`src/rtl/useq_ctrl.sv`:
```
module useq_ctrl (
  input  logic       clk,
  input  logic       rst_n,
  input  logic       start,
  input  logic       step,
  input  logic       stop,
  output logic [3:0] phase,
  output logic [4:0] uaddr,
  output logic [5:0] alu_fn,
  output logic       ld_ar,
  output logic       ld_dr1,
  output logic       ld_dr2,
  output logic       ld_gr,
  output logic       drv_pc,
  output logic       drv_gr,
  output logic       drv_alu,
  output logic       pc_inc,
  output logic       mem_rd,
  output logic       mem_wr
);
  localparam int UA_W = 5;
  localparam int MW_W = 28;

  function automatic logic [MW_W-1:0] cstore(input logic [UA_W-1:0] a);
    logic [MW_W-1:0] w;
    case (a)
      5'd0:    w = {4'h0, 6'b000000, 1'b0, 2'b00, 3'b110, 3'b110, 3'b110, 6'd1};
      5'd1:    w = {4'h0, 6'b000000, 1'b0, 2'b01, 3'b110, 3'b000, 3'b000, 6'd2};
      5'd2:    w = {4'h0, 6'b000000, 1'b0, 2'b01, 3'b011, 3'b000, 3'b000, 6'd3};
      5'd3:    w = {4'h0, 6'b000000, 1'b0, 2'b00, 3'b010, 3'b001, 3'b000, 6'd4};
      5'd4:    w = {4'h0, 6'b100101, 1'b0, 2'b00, 3'b001, 3'b101, 3'b000, 6'd0};
      default: w = '0;
    endcase
    return w;
  endfunction

  logic [MW_W-1:0] mw;
  logic [3:0]      rsvd_unused;
  logic            nxt_hi_unused;
  logic [5:0]      f_alu;
  logic            f_we;
  logic [1:0]      f_mem;
  logic [2:0]      f_a, f_b, f_c;
  logic [UA_W-1:0] f_nxt;

  logic            active, run_mode, stop_pend;
  logic [1:0]      ph;
  logic [UA_W-1:0] upc;

  assign mw            = cstore(upc);
  assign rsvd_unused   = mw[27:24];
  assign f_alu         = mw[23:18];
  assign f_we          = mw[17];
  assign f_mem         = mw[16:15];
  assign f_a           = mw[14:12];
  assign f_b           = mw[11:9];
  assign f_c           = mw[8:6];
  assign nxt_hi_unused = mw[5];
  assign f_nxt         = mw[4:0];

  wire last = active && (ph == 2'd3);
  wire halt = !run_mode || stop_pend || stop;
  wire xfer = active && (ph != 2'd3);

  always_ff @(posedge clk or negedge rst_n) begin
    if (!rst_n) begin
      active    <= 1'b0;
      run_mode  <= 1'b0;
      stop_pend <= 1'b0;
      ph        <= 2'd0;
      upc       <= '0;
    end else if (!active) begin
      stop_pend <= 1'b0;
      ph        <= 2'd0;
      if (start) begin
        active   <= 1'b1;
        run_mode <= 1'b1;
      end else if (step) begin
        active   <= 1'b1;
        run_mode <= 1'b0;
      end
    end else begin
      ph <= ph + 2'd1;
      if (stop) stop_pend <= 1'b1;
      if (last) begin
        upc <= f_nxt;
        if (halt) begin
          active    <= 1'b0;
          stop_pend <= 1'b0;
        end
      end
    end
  end

  assign phase   = active ? (4'b0001 << ph) : 4'b0000;
  assign uaddr   = upc;
  assign alu_fn  = active ? f_alu : 6'b0;

  assign ld_ar   = xfer && (f_a == 3'b110);
  assign ld_dr2  = xfer && (f_a == 3'b011);
  assign ld_dr1  = xfer && (f_a == 3'b010);
  assign ld_gr   = xfer && (f_a == 3'b001);
  assign drv_pc  = xfer && (f_b == 3'b110);
  assign drv_gr  = xfer && (f_b == 3'b001);
  assign drv_alu = xfer && (f_b == 3'b101);
  assign pc_inc  = xfer && (f_c == 3'b110);
  assign mem_rd  = xfer && (f_mem == 2'b01) && !f_we;
  assign mem_wr  = xfer && (f_mem == 2'b01) && f_we;
endmodule


```
`config.mk`:
```
export PLATFORM = sky130hd
export DESIGN_NAME = useq_ctrl
export DESIGN_NICKNAME = d
export VERILOG_FILES = /design/src/rtl/useq_ctrl.sv
export SDC_FILE = /design/constraint.sdc
export NUM_CORES = 1
export LEC_CHECK = 0
export CORE_MARGIN = 4
export CORE_UTILIZATION = 35
export CTS_CLUSTER_SIZE = 28
export DETAILED_ROUTE_END_ITERATION = 16
export GPL_TIMING_DRIVEN = 0
export HOLD_SLACK_MARGIN = 0.02
export PLACE_DENSITY = 0.72
export SYNTH_ARGS = -nofsm -noshare
export SYNTH_HDL_FRONTEND = slang
export SYNTH_SLANG_ARGS = --single-unit
export TNS_END_PERCENT = 20
```
`constraint.sdc`:
```
create_clock -name clk -period 4.8 [get_ports clk]
set_input_delay 1.2 -clock clk [delete_from_list [all_inputs] [get_ports clk]]
set_output_delay 1.2 -clock clk [all_outputs]
set_load 0.02 [all_outputs]
```
==> impl_metrics.py <==
metrics = {
    "run_status": {
        "outcome": "complete, no violations",
    },
    "synth": {
        "netlist_area_um2": 591,
        "synth_top_area_cell": "dfrtp_1",
        "syn_area_per_cell_um2": 9.23,
        "syn_inst": 64,
        "synth_top_area_share_pct": 33.9,
        "yosysWarnings": 0,
        "yosys_register_bits": 8,
        "synth_seq_area_share_pct": 33.9,
        "synth_cell_type_count": 25,
        "synth_area_leaders": "dfrtp_1 (34%), buf_4 (10%), ha_1 (8.5%)",
    },
    "detailed_routing": {
        "ant_nets": 0,
        "vias": 505,
        "drt_pre_antenna_iters": 2,
        "drt_iter0_drc": 3,
        "drt_wl_total_um": 1150,
        "viasPerCell": 4.55,
        "drc": 0,
        "wl_per_cell_um": 10.3,
    },
    "sta": {
        "setup_tns_ns": 0,
        "fmax_ghz": 0.291,
        "finalHoldViolations": 0,
        "maxSlewViolCount": 0,
        "min_period_ns": 3.43,
        "fin_ws_ns": 1.37,
        "fin_crit_sh_pct": 71.5,
        "skew_ns": 0.00595,
        "setup_viol": 0,
        "rsz0062_at_grt": "no",
    },
    "clock_network": {
        "cts_sinks": 8,
        "cts_htree_levels": 1,
        "cts_tree": "built",
        "clock_latency_ns": 0.25,
        "ctsResizeCount": 0,
        "holdBufCountCts": 0,
        "cts_root_buffer": "clkbuf_4",
        "path_clk_slew_ns": 0.05,
        "clk_path_buf_depth": 2,
        "cts_buffers": 3,
        "cts_setup_buffers": 0,
    },
    "die": {
        "die_h_um": 49.1,
        "fp.dieArea_mm2": 0.00241,
        "die_x_um": 49.1,
        "row_count": 14,
        "core_area_mm2": 0.00154,
        "initial_core_util_pct": 38.3,
        "ios": 30,
    },
    "run": {
        "drv_cap": 0,
    },
    "final_layout": {
        "drive_above_1_share_pct": 24.2,
        "area_delta_synth_final_pct": 49.4,
        "multiInputGateArea_um2": 297,
        "num-fill-cells": 152,
        "seq_area_um2": 200,
        "antenna_cells": 0,
        "stdcell_count": 111,
        "final_nets": 106,
    },
    "worst_setup_path": {
        "r2r_cells": 4,
        "crit_buf_inv": 2,
        "crit_slowest_cell": "clkdlybuf4s50_1",
        "r2r_start": "ph[0]",
        "startpoint_type": "register",
        "cp-endpoint": "drv_pc",
        "critPathCaptureType": "output pin",
        "worstPathRequired_ns": 3.60,
        "startpoint": "ph[0]",
        "arrival_ns": 2.23,
        "critPathMaxFanout": 7,
        "critical_path_class": "reg2out",
        "r2r_end": "uaddr[0]",
        "cp.depth": 5,
        "path_cells": "ha_1, or3b_1, buf_6, nor3_2, clkdlybuf4s50_1",
        "r2r_slack_ns": 3.35,
        "max_stage_delay_ns": 0.62,
        "critPathTopFamily": "buffers and inverters",
    },
    "grt": {
        "grtUsageTotal_pct": 10.4,
        "grt_max_degree": 11,
        "antenna_found_initial": 0,
        "grt_pass1_vias": 456,
        "grt_pass1_wl_um": 2030,
        "grt_overflow": 0,
    },
    "power_and_ir_drop": {
        "p_switching_uw": 256,
        "leakagePower_nw": 0.406,
        "p_sw_share_pct": 43.7,
        "p_int_uw": 330,
        "p_per_area_mw_per_mm2": 665,
        "combPwrFrac_pct": 70.0,
        "ir_drop_v": 0.000331,
        "power.sequential.fraction_pct": 21.5,
        "p_clk_share_pct": 8.4,
    },
    "placement": {
        "port_buffers": 23,
        "place_inst": 108,
        "dp_worst_setup_slack_ns": 1.62,
        "gp_congestion": 0.635,
        "post-dp-hpwl_um": 954,
    },
    "hold_path": {
        "hold_path.class": "reg2reg",
    },
}
[worst min-delay path by stage]
stage                     slack [ns]  startpoint       end  cells past startpoint
final                           0.49    run_mode  run_mode                      1
after global routing            0.53       ph[0]     ph[0]                      1
after CTS                       0.49    run_mode  run_mode                      1
after detailed placement        0.47    run_mode  run_mode                      1
after global placement          0.48       ph[0]     ph[0]                      1
after floorplan                 0.45       ph[0]     ph[0]                      1
[power groups by stage]
stage               clock (mW)  sequential (mW)  combinational (mW)
floorplan                    0            0.135               0.252
global placement             0            0.126               0.412
detailed placement           0            0.128               0.417
CTS                     0.0520            0.127               0.418
global route            0.0560            0.133               0.451
finish                  0.0494            0.126               0.411
[layout make-up]
cell class	count	area share, %
buffer	13	11.1
clock buffer	3	2.55
inverter	4	1.70
multi-input combinational	44	33.6
sequential	8	22.7
tap	16	2.27
timing repair buffer	23	26.1
[kinds of logic after synthesis]
group                    share of synthesized area (%)
buffers and inverters                             19.1
AO/OA/AOI/OAI                                     3.81
adder cells (fa/ha/maj)                           8.47
multiplexers                                      3.60
flip-flops                                        33.9
other                                            0.635
XOR/XNOR                                          1.48
AND/OR/NAND/NOR                                   29.0
[routing by layer]
layer  vias up  share of wire, %  global-route usage [%]  routed length [um]
li1        262                 -                       -                   -
met1       218                44                    12.9                 507
met2        23                45                    15.5                 517
met3         2               9.7                    3.06                 111
met4         0              0.87                    6.73                  10
met5         -                 0                       0                   0
[per-stage QoR]
stage	util [%]	cell area (um^2)	total power, mW	hold slack (ns)
2_1_floorplan	-	609	0.387	0.448
3_3_place_gp	55.8	860	0.538	0.481
3_5_place_dp	55.8	860	0.545	0.474
4_1_cts	57.2	882	0.597	0.493
5_1_grt	57.2	882	0.640	0.532
6_report	57.2	882	0.587	0.488
[synth_stat cells, drive strengths merged]
cell,count
dfrtp,8
nor4,2
nand2b,1
mux2,1
nand4,1
o221ai,1
xnor2,1
a21oi,1
nand2,2
inv,4
conb,1
nor2,7
or3b,3
and2,5
nor3,6
a22o,1
buf,13
ha,4
mux2i,1
nand4b,1
[registers in the layout, summed over array words and instances, names as in the netlist]
register,flops
ph,2
run_mode,1
uaddr,3
stop_pend,1
active,1
[cells in the final DEF (no fill, tap or decap), types with 3 or more instances in the layout]
cell,n
nor3_2,3
clkdlybuf4s50_1,23
inv_1,4
and2_1,4
dfrtp_1,8
conb_1,6
nor3_1,3
buf_2,3
buf_4,8
nor2_1,7
ha_1,4
clkbuf_4,3
(Power assumes the default switching activity.)
